$ cat config.mk
export PLATFORM = sky130hd
export DESIGN_NAME = pix_unpack_alpha
export DESIGN_NICKNAME = d
export VERILOG_FILES = /design/src/rtl/pxu_pkg.sv /design/src/rtl/pxu_unpack.sv /design/src/rtl/pxu_alpha.sv /design/src/rtl/pxu_outstage.sv /design/src/rtl/pix_unpack_alpha.sv
export SDC_FILE = /design/constraint.sdc
export NUM_CORES = 1
export LEC_CHECK = 0
export CORE_MARGIN = 2
export CORE_UTILIZATION = 30
export CTS_CLUSTER_DIAMETER = 100
export DETAILED_ROUTE_END_ITERATION = 12
export DONT_BUFFER_PORTS = 1
export GPL_TIMING_DRIVEN = 0
export SLEW_MARGIN = 5
export SYNTH_ARGS = -nofsm -noshare
export SYNTH_HDL_FRONTEND = slang
export SYNTH_SLANG_ARGS = --single-unit
$ cat constraint.sdc
create_clock -name clk -period 15.5 [get_ports clk]
set_clock_uncertainty 0.2 [all_clocks]
set_input_delay 0.775 -clock clk [delete_from_list [all_inputs] [get_ports clk]]
set_output_delay 0.775 -clock clk [all_outputs]
set_load 0.01 [all_outputs]
$ cat src/rtl/pxu_pkg.sv
package pxu_pkg;
    parameter int CH_W   = 8;
    parameter int MODE_W = 4;
    localparam int PIX_W = 4 * CH_W;
    localparam int RGB_W = 3 * CH_W;

    localparam logic [MODE_W-1:0] FMT_ARGB32 = 4'd0;
    localparam logic [MODE_W-1:0] FMT_RGB24  = 4'd1;
    localparam logic [MODE_W-1:0] FMT_RGB16  = 4'd2;
    localparam logic [MODE_W-1:0] FMT_PAL8   = 4'd4;
    localparam logic [MODE_W-1:0] FMT_PAL4   = 4'd5;
    localparam logic [MODE_W-1:0] FMT_ALF8   = 4'd6;
    localparam logic [MODE_W-1:0] FMT_ALF4   = 4'd7;

    typedef enum logic [1:0] {
        AM_KEEP  = 2'd0,
        AM_FIXED = 2'd1,
        AM_SCALE = 2'd2,
        AM_RSVD  = 2'd3
    } alpha_mode_e;

    typedef struct packed {
        logic [CH_W-1:0] a;
        logic [CH_W-1:0] r;
        logic [CH_W-1:0] g;
        logic [CH_W-1:0] b;
    } argb_t;

    typedef struct packed {
        argb_t px;
        logic  is_index;
        logic  bad;
    } unpacked_t;

    function automatic logic [PIX_W-1:0] pair_swap(input logic [PIX_W-1:0] w);
        return {w[23:16], w[31:24], w[7:0], w[15:8]};
    endfunction

    function automatic logic [CH_W-1:0] widen5(input logic [4:0] v);
        return {v, v[4:2]};
    endfunction

    function automatic logic [CH_W-1:0] widen6(input logic [5:0] v);
        return {v, v[5:4]};
    endfunction
endpackage

$ cat src/rtl/pxu_unpack.sv
module pxu_unpack
    import pxu_pkg::*;
(
    input  logic [MODE_W-1:0] mode,
    input  logic              rgb_swap,
    input  logic              byte_swap,
    input  logic [RGB_W-1:0]  fix_rgb,
    input  logic [PIX_W-1:0]  data,
    output unpacked_t         res
);
    logic [PIX_W-1:0] w;
    logic [15:0]      h;
    logic [4:0]       r5, b5;

    always_comb begin
        w   = data;
        h   = data[15:0];
        r5  = '0;
        b5  = '0;
        res = '0;
        unique case (mode)
            FMT_ARGB32: begin
                if (byte_swap) w = pair_swap(data);
                if (rgb_swap) begin
                    res.px.b = w[31:24];
                    res.px.g = w[23:16];
                    res.px.r = w[15:8];
                    res.px.a = w[7:0];
                end else begin
                    res.px = argb_t'(w);
                end
            end
            FMT_RGB24: begin
                res.px.a = '1;
                res.px.g = data[15:8];
                res.px.r = rgb_swap ? data[7:0]   : data[23:16];
                res.px.b = rgb_swap ? data[23:16] : data[7:0];
            end
            FMT_RGB16: begin
                if (byte_swap) h = {data[7:0], data[15:8]};
                r5 = rgb_swap ? h[4:0]   : h[15:11];
                b5 = rgb_swap ? h[15:11] : h[4:0];
                res.px.a = '1;
                res.px.r = widen5(r5);
                res.px.g = widen6(h[10:5]);
                res.px.b = widen5(b5);
            end
            FMT_PAL8: begin
                res.px.b     = data[7:0];
                res.is_index = 1'b1;
            end
            FMT_PAL4: begin
                res.px.b     = {4'd0, data[3:0]};
                res.is_index = 1'b1;
            end
            FMT_ALF8: begin
                res.px.a = data[7:0];
                {res.px.r, res.px.g, res.px.b} = fix_rgb;
            end
            FMT_ALF4: begin
                res.px.a = {data[3:0], data[3:0]};
                {res.px.r, res.px.g, res.px.b} = fix_rgb;
            end
            default: res.bad = 1'b1;
        endcase
    end
endmodule

$ cat src/rtl/pxu_alpha.sv
module pxu_alpha
    import pxu_pkg::*;
(
    input  alpha_mode_e       mode,
    input  logic              invert,
    input  logic [CH_W-1:0]   val,
    input  unpacked_t         src,
    output logic [PIX_W-1:0]  pixel,
    output logic              is_index
);
    logic [2*CH_W-1:0] prod;
    logic [CH_W-1:0]   a_mod;
    argb_t             px;

    always_comb begin
        prod = src.px.a * val;
        unique case (mode)
            AM_FIXED: a_mod = val;
            AM_SCALE: a_mod = prod[2*CH_W-1:CH_W];
            default:  a_mod = src.px.a;
        endcase
        px   = src.px;
        px.a = invert ? ~a_mod : a_mod;
        if (src.bad)
            pixel = '0;
        else if (src.is_index)
            pixel = src.px;
        else
            pixel = px;
        is_index = src.is_index && !src.bad;
    end
endmodule

$ cat src/rtl/pxu_outstage.sv
module pxu_outstage #(
    parameter int W = 33
) (
    input  logic         clk,
    input  logic         rst,
    input  logic         in_valid,
    output logic         in_ready,
    input  logic [W-1:0] in_data,
    output logic         out_valid,
    input  logic         out_ready,
    output logic [W-1:0] out_data
);
    assign in_ready = !out_valid || out_ready;

    always_ff @(posedge clk) begin
        if (rst) begin
            out_valid <= 1'b0;
            out_data  <= '0;
        end else if (in_valid && in_ready) begin
            out_valid <= 1'b1;
            out_data  <= in_data;
        end else if (out_ready) begin
            out_valid <= 1'b0;
        end
    end
endmodule

$ cat src/rtl/pix_unpack_alpha.sv
module pix_unpack_alpha
    import pxu_pkg::*;
(
    input  logic              clk,
    input  logic              rst,
    input  logic [MODE_W-1:0] cfg_mode,
    input  logic              cfg_rgb_swap,
    input  logic              cfg_byte_swap,
    input  logic [1:0]        cfg_alpha_mode,
    input  logic              cfg_alpha_inv,
    input  logic [CH_W-1:0]   cfg_alpha_val,
    input  logic [RGB_W-1:0]  cfg_fix_rgb,
    input  logic              in_valid,
    output logic              in_ready,
    input  logic [PIX_W-1:0]  in_data,
    output logic              out_valid,
    input  logic              out_ready,
    output logic [PIX_W-1:0]  out_pixel,
    output logic              out_is_index,
    output logic              err_sticky
);
    unpacked_t        unp;
    logic [PIX_W-1:0] pix_c;
    logic             idx_c;

    pxu_unpack u_unpack (
        .mode      (cfg_mode),
        .rgb_swap  (cfg_rgb_swap),
        .byte_swap (cfg_byte_swap),
        .fix_rgb   (cfg_fix_rgb),
        .data      (in_data),
        .res       (unp)
    );

    pxu_alpha u_alpha (
        .mode     (alpha_mode_e'(cfg_alpha_mode)),
        .invert   (cfg_alpha_inv),
        .val      (cfg_alpha_val),
        .src      (unp),
        .pixel    (pix_c),
        .is_index (idx_c)
    );

    pxu_outstage #(.W(PIX_W + 1)) u_out (
        .clk       (clk),
        .rst       (rst),
        .in_valid  (in_valid),
        .in_ready  (in_ready),
        .in_data   ({idx_c, pix_c}),
        .out_valid (out_valid),
        .out_ready (out_ready),
        .out_data  ({out_is_index, out_pixel})
    );

    always_ff @(posedge clk) begin
        if (rst)
            err_sticky <= 1'b0;
        else if (in_valid && in_ready && unp.bad)
            err_sticky <= 1'b1;
    end
endmodule

==> flow_summary_export.csv, run 1 <==
group,metric,value,unit
power_and_ir_drop,peakVddDrop,43.9,uV
placement,port_buffers,0,
clock_tree,cts_buffers,5,
critical_path,crit_buf_inv,4,
critical_path,reg2reg_from,"u_out.out_valid$_SDFFE_PP0P_",
global_route,grt_pass1_vias,4995,
routing,avgRoutedWirePerCell,21.0,microns
finish,areaGrowthSynthToFinish,8.38,%
power_and_ir_drop,p_comb_frac,0.446,
critical_path,slowest_stage,"o221ai_1",
synth,postSynthCellCount,653,
placement,gp_congestion,1.01,
global_route,grt_max_degree,14,
clock_tree,post-cts-setup-buffers,0,
clock_tree,clock-sinks,35,
floorplanning,die_w,135,microns
clock_tree,post_cts_resized,0,
synth,synth_ff_type,"dfxtp_1",
critical_path,cp_top_family,"compound AO/OA/AOI/OAI gates",
power_and_ir_drop,sw_frac_of_total,0.407,
critical_path,critPathLaunchType,"input port",
sta,finalHoldViolations,0,
synth,synth_seq_cells,35,
routing,final_antenna_net_count,0,
clock_tree,ctsHoldBuffers,0,
routing,drt_iter0_markers,534,
synth,yosysMostFrequentCell,"nand2_1",
sta,hold_slack,328,ps
critical_path,cp_data_required_time,15520,ps
worst_hold_path,hold_start,"u_out.out_data[24]$_SDFFE_PP0P_",
critical_path,worstPathArrival,7270,ps
power_and_ir_drop,p_sw,0.153,mW
finish,fillers,1814,
synth,async_flop_share,0,
sta,fin_crit_sh,0.468,
power_and_ir_drop,powerDensity,67.4,mW/mm^2
synth,ys_warn_count,0,
power_and_ir_drop,clockPowerShare,0.285,
synth,synth_common_cells,"nand2_1, nor2_1, and2_1, inv_1, a21oi_1",
finish,instances_no_fill,882,
sta,worstMarginPinSlew,1150,ps
finish,final_nets,808,
worst_hold_path,worstHoldPathType,"register to register",
sta,maxSlewViolCount,0,
power_and_ir_drop,leakage,2.32,nW
global_route,grt_pass1_wl,28.7,mm
critical_path,critPathKind,"input port to register",
global_route,antenna_found_initial,0,
sta,fmax,138,MHz
synth,synth_largest_area_cell,"dfxtp_1",
power_and_ir_drop,p_seq_frac,0.269,
synth,netlist_area,0.00516,sq mm
critical_path,slowest_delay,960,ps
critical_path,startpoint,"cfg_rgb_swap",
routing,wl,18.5,mm
placement,hpwl,14.3,mm
synth,synth_top_area_share,0.136,
synth,synth_area_leaders,"dfxtp_1, fa_1, ha_1",
sta,maxSlewHeadroom,0.232,
placement,dp_cells,874,
finish,drive_gt1_frac,0.0695,
sta,timing.final.crit_period,7250,ps
clock_tree,clk_pin_slew_worst_paths,60,ps
clock_tree,clockRootBuffer,"clkbuf_16",
routing,vias_per_cell,5.84,
sta,setup_viol,0,
run,drv_cap,0,
synth,ys_seq_area_frac,0.136,
finish,multiInputGateArea,0.00411,sq mm
routing,first_pass_iters,8,
critical_path,crit_chain,"clkbuf_1 -> clkbuf_1 -> o21ai_0 -> o221ai_1 -> and2_1 -> fa_1 -> fa_1 -> fa_1 -> inv_1 -> fa_1 -> inv_1 -> ha_1 -> nand2_1 -> o31ai_1 -> a21oi_1 -> a211o_4 -> a2111oi_2 -> mux2i_1 -> nor2_1 -> o21ai_1",
floorplanning,dieArea,0.0183,sq mm
sta,rsz0062_at_grt,"no",
clock_tree,h-tree-depth,2,
critical_path,critPathCaptureType,"register",
floorplanning,die_y,135,microns
power_and_ir_drop,p_int,0.224,mW
synth,syn_avg_cell_area,7.91,sq um
critical_path,path_max_fanout,10,
synth,ys_types,63,
critical_path,cpMostUsedCell,"fa_1",
routing,vias,5153,
finish,seqCellArea,701,sq um
clock_tree,worstSkewPairLatency,290,ps
clock_tree,clock_path_buffers,2,
status,status,"finished clean",
clock_tree,cts_tree,"yes",
global_route,grt_usage,0.202,
global_route,grt_overflow,0,
routing,route.detailed.drc,0,
floorplanning,start_util,0.309,
floorplanning,coreArea,0.0167,sq mm
synth,synth_nets,800,
sta,tns,0,ps
floorplanning,ioPinCount,113,
finish,diodes,0,
synth,synth_edf_count,0,
floorplanning,rows,47,
==> cells by family after synthesis <==
group	count (synthesis)	share of synthesized area
xor+xnor	11	0.0187
compound gates	165	0.229
flops	35	0.136
simple gates	229	0.218
mux	52	0.109
fa+ha+maj	70	0.220
buf+inv	91	0.0693
==> per-stage QoR <==
stage               setup slack [ps]  utilization  instance area, sq um  power, mW
CTS                             8340        0.335                  5600      0.377
detailed placement              8080        0.326                  5450      0.270
global route                    7900        0.335                  5600      0.405
global placement                8000        0.326                  5440      0.268
floorplan                       9240            -                  5160      0.231
finish                          8250        0.335                  5600      0.377
==> sequential cells by signal, indices dropped and copies added, names as in the netlist <==
name             count
u_out.out_data      33
err_sticky           1
u_out.out_valid      1
==> per-layer routing <==
metal | track usage | vias to the layer above | wire length [microns]
met3 | 0.0565 | 53 | 1890
met5 | 0 | - | 0
li1 | - | 2362 | -
met1 | 0.273 | 2484 | 7820
met2 | 0.308 | 254 | 8050
met4 | 0.0764 | 0 | 744
==> placed cells by master, fill, tap and decap left out, drive strengths merged, types with 3 or more instances in the layout <==
cell	Yosys	final
dfxtp	35	35
nor3	11	11
a31oi	6	6
a311oi	10	10
a21oi	48	48
ha	35	35
o221ai	7	7
a221oi	10	10
a211oi	6	6
or2	4	4
xnor2	10	10
a222oi	15	15
buf	10	11
nand2b	6	6
mux2	16	16
o21ai	23	23
nor2b	3	3
nand3	13	13
mux2i	34	34
clkbuf	29	34
and2	54	54
and3	3	3
inv	52	52
o21bai	3	3
nand2	67	67
o31ai	3	3
o211ai	9	9
fa	35	35
a22oi	4	4
nand3b	3	3
nor2	59	59
==> worst reg2reg max path, stage by stage, from the launching register on <==
cell and delay (ps):
dfxtp_1 350, nand2b_1 200, nand2_1 300, a211oi_1 760, nand2b_1 310, a21oi_1 190
o21ai_0 100, o31ai_1 180
==> layout make-up <==
type	instances	share of cell area
well taps	220	0.0492
repair buffers	1	0.00134
plain buffers	39	0.0291
inverters	52	0.0349
clock buffers	5	0.0224
multi-input cells	527	0.734
clock inverters	3	0.00447
flip-flops and latches	35	0.125
==> power groups by stage <==
stage                     logic [mW]  registers [mW]  clock network [mW]
final                          0.168           0.101               0.108
after global routing           0.190           0.102               0.112
after CTS                      0.168           0.102               0.107
after detailed placement       0.166           0.104                   0
after global placement         0.165           0.104                   0
after floorplan                0.129           0.102                   0
==> path summary, 6_finish.rpt <==
| kind | end | slack, ps | cells after the start |
|---|---|---|---|
| setup reg to reg | u_out.out_data[24]$_SDFFE_PP0P_ | 12830 | 7 |
| setup / recovery | u_out.out_data[28]$_SDFFE_PP0P_ | 8250 | 20 |
| hold / removal | u_out.out_data[24]$_SDFFE_PP0P_ | 330 | 2 |
| hold reg to reg | u_out.out_data[24]$_SDFFE_PP0P_ | 330 | 2 |
Power figures use the tool's default switching activity.
==> inputs of run 2 (changes only) <==
clock period = 6.1 ns   (was 15.5 ns; I/O delays follow)
==> run 2 against run 1 <==
  * Clock power grew to 2.5 times the previous value
  * Total power rose to 2.6 times the previous value
  * Global-route usage increased by 0.22 points
  * Final area grew 3.5%
  * Utilization increased by 1.2 points
  * Worst setup slack got worse by 8000 ps
  * Die area did not move
  * Routed wire length is 1.5% higher
  * Flip-flop and latch count unchanged
  * Critical endpoint is now u_out.out_data[26]$_SDFFE_PP0P_
  * Non-clock buffer count is 9 higher
  * Register-to-register slack got worse by 9400 ps
  * Highest routed layer unchanged
==> flow_summary_export.csv, run 2 (synthesized netlist as in run 1, its figures left out) <==
group,metric,value,unit
status,status,"finished clean",
floorplanning,dieArea,0.0183,sq mm
floorplanning,die_y,135,microns
finish,final_area,0.00579,sq mm
clock_tree,worstSkewPairLatency,290,ps
critical_path,cp_top_family,"adder cells",
floorplanning,die_w,135,microns
critical_path,critPathLaunchType,"input port",
placement,gp_congestion,1.01,
power_and_ir_drop,leakage,2.41,nW
floorplanning,rows,47,
clock_tree,h-tree-depth,2,
clock_tree,clockRootBuffer,"clkbuf_16",
placement,port_buffers,0,
global_route,grt_max_degree,14,
critical_path,crit_buf_inv,3,
critical_path,rr_worst_depth,7,
sta,worstMarginPinSlew,933,ps
floorplanning,ioPinCount,113,
routing,first_pass_iters,6,
critical_path,path_max_fanout,10,
routing,route.detailed.drc,0,
sta,rsz0062_at_grt,"no",
critical_path,critPathCaptureType,"register",
global_route,grt_overflow,0,
critical_path,slowest_stage,"fa_1",
floorplanning,start_util,0.309,
routing,final_antenna_net_count,0,
finish,final_nets,817,
finish,areaGrowthSynthToFinish,12.2,%
power_and_ir_drop,peakVddDrop,111,uV
finish,reg.largest.list,"u_out.out_data (33), err_sticky (1), u_out.out_valid (1)",
routing,wl,18.8,mm
critical_path,slowest_delay,590,ps
routing,vias_per_cell,5.91,
critical_path,cpMostUsedCell,"fa_1",
clock_tree,clock_path_buffers,2,
run,drv_cap,0,
placement,place_area,0.00545,sq mm
finish,drive_gt1_frac,0.106,
finish,fillers,1800,
critical_path,cp_data_required_time,6050,ps
sta,maxSlewHeadroom,0.373,
power_and_ir_drop,powerDensity,170,mW/mm^2
critical_path,worstPathArrival,5840,ps
worst_hold_path,hold_depth,2,
sta,hold_slack,5.91,ps
clock_tree,cts_buffers,5,
sta,finalHoldViolations,0,
finish,largest_register,"u_out.out_data",
sta,timing.final.crit_period,5890,ps
finish,final_cell_mix,"nand2_1, nor2_1, and2_1",
finish,diodes,0,
critical_path,crit_chain,"buf_6 -> clkbuf_4 -> mux2i_1 -> nand2_1 -> o21ai_0 -> o221ai_4 -> buf_4 -> and2_1 -> fa_1 -> fa_1 -> fa_1 -> fa_1 -> ha_1 -> a2111o_1 -> nor2_1 -> a21boi_1 -> xnor2_1 -> o311ai_1 -> mux2i_1 -> a21oi_1",
placement,hpwl,14.3,mm
finish,final_common_cell,"nand2_1",
global_route,grt_pass1_vias,5057,
routing,avgRoutedWirePerCell,21.1,microns
global_route,grt_usage,0.204,
sta,fin_crit_sh,0.965,
clock_tree,clk_pin_slew_worst_paths,70,ps
sta,fmax,170,MHz
global_route,antenna_found_initial,0,
clock_tree,clock-sinks,35,
critical_path,critPathKind,"input port to register",
routing,vias,5263,
clock_tree,cts_tree,"yes",
critical_path,path_depth,20,
global_route,grt_pass1_wl,29.0,mm
floorplanning,coreArea,0.0167,sq mm
worst_hold_path,worstHoldPathType,"input port to register",
sta,setup_viol,0,
sta,maxSlewViolCount,0,
routing,drt_iter0_markers,573,
finish,largest_reg_flops,33,
[run 2: cell types whose count changed in the layout (fill, tap and decap cells not counted), moves of 2 or more]
cell      delta
clkbuf_2     +4
clkbuf_1     -5
a21oi_1      -2
a21oi_2      +2
o221ai_4     +3
o31ai_1      -2
buf_4        +9
o221ai_1     -3
[run 2: final timing paths]
| check | slack (ps) | startpoint | to |
|---|---|---|---|
| setup reg to reg | 3460 | u_out.out_valid$_SDFFE_PP0P_ | u_out.out_data[24]$_SDFFE_PP0P_ |
| hold reg to reg | 330 | u_out.out_data[24]$_SDFFE_PP0P_ | u_out.out_data[24]$_SDFFE_PP0P_ |
| hold / removal | 6 | in_data[4] | u_out.out_data[4]$_SDFFE_PP0P_ |
| setup / recovery | 210 | cfg_byte_swap | u_out.out_data[26]$_SDFFE_PP0P_ |
[run 2: area by class of cell]
type,count,area [sq um],share of cell area
flip-flops and latches,35,701,0.121
inverters,52,195,0.0337
clock buffers,5,125,0.0216
well taps,220,275,0.0475
multi-input cells,527,4220,0.729
plain buffers,38,166,0.0287
repair buffers,11,85.1,0.0147
clock inverters,3,25.0,0.00432
[run 2: through the flow]
step / TNS (ps) / power (mW) / cells / util / setup slack (ps)
finish: 0 / 0.986 / 891 / 0.347 / 211
floorplan: 0 / 0.586 / 653 / - / 308
global placement: -5660 / 0.682 / 873 / 0.326 / -927
global route: 0 / 1.05 / 891 / 0.347 / 0.473
CTS: 0 / 0.967 / 888 / 0.341 / 66.1
detailed placement: -5180 / 0.686 / 874 / 0.326 / -851
[run 2: repair_timing]
action / in CTS / in global routing
gates cloned: 0 / 0
hold endpoints to repair: 1 / 0
buffers inserted: 5 / 4
pin swaps: 2 / 3
setup endpoints to repair: 7 / 6
hold buffers: 1 / 0
gates resized for setup: 9 / 16
[run 2: per-layer routing]
metal / vias to the layer above / part of all wire / global-route usage
met3: 58 / 0.10 / 0.0550
met1: 2544 / 0.41 / 0.275
met2: 278 / 0.44 / 0.310
met4: 0 / 0.043 / 0.0845
met5: - / 0 / 0
li1: 2383 / - / -
[run 2: power breakdown]
part / leakage (nW) / switching [mW] / total (mW) / internal (mW)
Combinational: 2.05 / 0.268 / 0.454 / 0.186
Sequential: 0.287 / 0.0166 / 0.258 / 0.241
Clock: 0.0700 / 0.121 / 0.274 / 0.153
Total: 2.41 / 0.405 / 0.986 / 0.581
==> inputs of run 3 (changes only) <==
HOLD_SLACK_MARGIN = 0.02   (was not set)
==> run 3 against run 2 <==
  * Flip-flop and latch count is the same
  * Non-clock buffer count grew 1
  * First-iteration DRC count shrank 0.70%
  * Routed wire length shrank 0.13%
  * Clock power is essentially flat
  * Sequential power is essentially flat
  * Global-route usage is essentially flat
  * Count of clock-buffer cells in the layout is the same
  * Worst setup slack gained 23 ps
  * Register-to-register slack lost 30 ps
  * Total power shrank 0.17%
  * Final area grew 0.17%
  * Largest cell class unchanged
  * Largest power group unchanged
  * Highest routed layer unchanged
==> flow_summary_export.csv, run 3 (synthesized netlist as in run 1, its figures left out) <==
group,metric,value,unit
routing,drt_iter0_markers,569,
finish,drive_gt1_frac,0.106,
floorplanning,ioPinCount,113,
floorplanning,start_util,0.309,
global_route,grt_pass1_wl,29.0,mm
global_route,grt_usage,0.204,
clock_tree,clock-sinks,35,
floorplanning,dieArea,0.0183,sq mm
global_route,grt_pass1_vias,5061,
routing,route.detailed.drc,0,
sta,maxSlewHeadroom,0.424,
floorplanning,rows,47,
clock_tree,h-tree-depth,2,
finish,final_area,0.00580,sq mm
routing,vias,5212,
finish,reg.largest.list,"u_out.out_data (33), err_sticky (1), u_out.out_valid (1)",
critical_path,cp_data_required_time,6120,ps
worst_hold_path,worstHoldPathType,"input port to register",
routing,wl,18.8,mm
critical_path,rr_worst_depth,7,
status,status,"finished clean",
placement,dp_slack,-851,ps
sta,tns,0,ps
worst_hold_path,hold-path-endpoint,"u_out.out_data[31]$_SDFFE_PP0P_",
power_and_ir_drop,leakage,2.41,nW
sta,rsz0062_at_grt,"no",
routing,avgRoutedWirePerCell,21.0,microns
floorplanning,coreArea,0.0167,sq mm
critical_path,critPathLaunchType,"input port",
critical_path,worstPathArrival,5890,ps
worst_hold_path,hold_start,"rst",
clock_tree,clk_pin_slew_worst_paths,60,ps
power_and_ir_drop,powerDensity,170,mW/mm^2
floorplanning,die_y,135,microns
critical_path,r2r-end,"u_out.out_data[24]$_SDFFE_PP0P_",
finish,final_common_cell,"nand2_1",
finish,largest_reg_flops,33,
sta,fin_crit_sh,0.962,
worst_hold_path,hold_depth,3,
sta,worstMarginPinSlew,857,ps
clock_tree,cts_tree,"yes",
clock_tree,worstSkewPairLatency,290,ps
placement,hpwl,14.3,mm
critical_path,reg2reg_from,"u_out.out_valid$_SDFFE_PP0P_",
placement,port_buffers,0,
sta,timing.final.crit_period,5870,ps
sta,hold_slack,30.0,ps
clock_tree,cts_buffers,5,
power_and_ir_drop,peakVddDrop,109,uV
finish,final_nets,818,
run,drv_cap,0,
global_route,grt_max_degree,14,
sta,postLayoutSetupSlackWorst,234,ps
finish,areaGrowthSynthToFinish,12.4,%
sta,finalHoldViolations,0,
routing,final_antenna_net_count,0,
clock_tree,clockRootBuffer,"clkbuf_16",
floorplanning,die_w,135,microns
critical_path,path_max_fanout,10,
clock_tree,clock_path_buffers,2,
sta,maxSlewViolCount,0,
finish,diodes,0,
critical_path,critPathKind,"input port to register",
finish,largest_register,"u_out.out_data",
sta,fmax,170,MHz
critical_path,rrSetupSlack,3430,ps
placement,gp_congestion,1.01,
global_route,antenna_found_initial,0,
critical_path,critPathCaptureType,"register",
routing,first_pass_iters,7,
global_route,grt_overflow,0,
sta,setup_viol,0,
placement,place_area,0.00545,sq mm
routing,vias_per_cell,5.84,
finish,final_cell_mix,"nand2_1, nor2_1, and2_1",
[run 3: cell count changes in the layout (fill, tap and decap cells not counted)]
cell | before | now
dlygate4sd3_1 | 1 | 2
[run 3: per-layer routing]
layer	track usage	routed length [microns]	vias to the layer above
li1	-	-	2384
met3	0.0550	1900	59
met5	0	0	-
met1	0.275	7850	2506
met2	0.310	8160	263
met4	0.0839	860	0
[run 3: layout make-up]
cell class,instances,area (sq um)
Clock buffer,5,125
Inverter,52,195
Sequential cell,35,701
Tap cell,220,275
Multi-Input combinational cell,527,4220
Buffer,38,166
Clock inverter,3,25.0
Timing Repair Buffer,12,95.1
Fill cell,1800,10900
[run 3: stage by stage]
stage	std cells	power (mW)	utilization
global placement	873	0.682	0.326
floorplan	653	0.586	-
CTS	889	0.968	0.342
detailed placement	874	0.686	0.326
global route	892	1.05	0.348
finish	892	0.985	0.348
[run 3: worst max-delay path, stage by stage]
cell and delay (ps):
buf_6 120, clkbuf_4 270, mux2i_1 290, nand2_1 110, o21ai_0 260, o221ai_4 250
buf_4 220, and2_1 170, fa_1 430, fa_1 470, fa_1 590, fa_1 440
ha_1 240, nor3_1 360, o31ai_4 140, a21oi_1 220, a211o_4 160, a211oi_1 80
or3_1 380, and3_1 190, nor3_2 170
[run 3: repair_timing]
action	4_1_cts	5_1_grt
resized for setup	9	16
endpoints found under the setup margin	7	6
hold buffers	2	0
gates cloned	0	0
buffers inserted	5	4
pin swaps	2	3
endpoints found under the hold margin	2	0
[run 3: power breakdown]
| part | internal [mW] | switching (mW) | total (mW) |
|---|---|---|---|
| clock | 0.153 | 0.120 | 0.273 |
| combinational | 0.187 | 0.267 | 0.454 |
| sequential | 0.241 | 0.0165 | 0.258 |
| total | 0.581 | 0.403 | 0.985 |
[run 3: how the worst max path moves through the flow]
stage	start	to	slack, ps	depth (start not counted)
global placement	cfg_rgb_swap	u_out.out_data[28]$_SDFFE_PP0P_	-930	20
finish	cfg_byte_swap	u_out.out_data[31]$_SDFFE_PP0P_	230	21
CTS	cfg_byte_swap	u_out.out_data[28]$_SDFFE_PP0P_	70	21
floorplan	cfg_mode[0]	u_out.out_data[28]$_SDFFE_PP0P_	310	21
detailed placement	cfg_rgb_swap	u_out.out_data[28]$_SDFFE_PP0P_	-850	20
global route	cfg_byte_swap	u_out.out_data[29]$_SDFFE_PP0P_	0.5	21
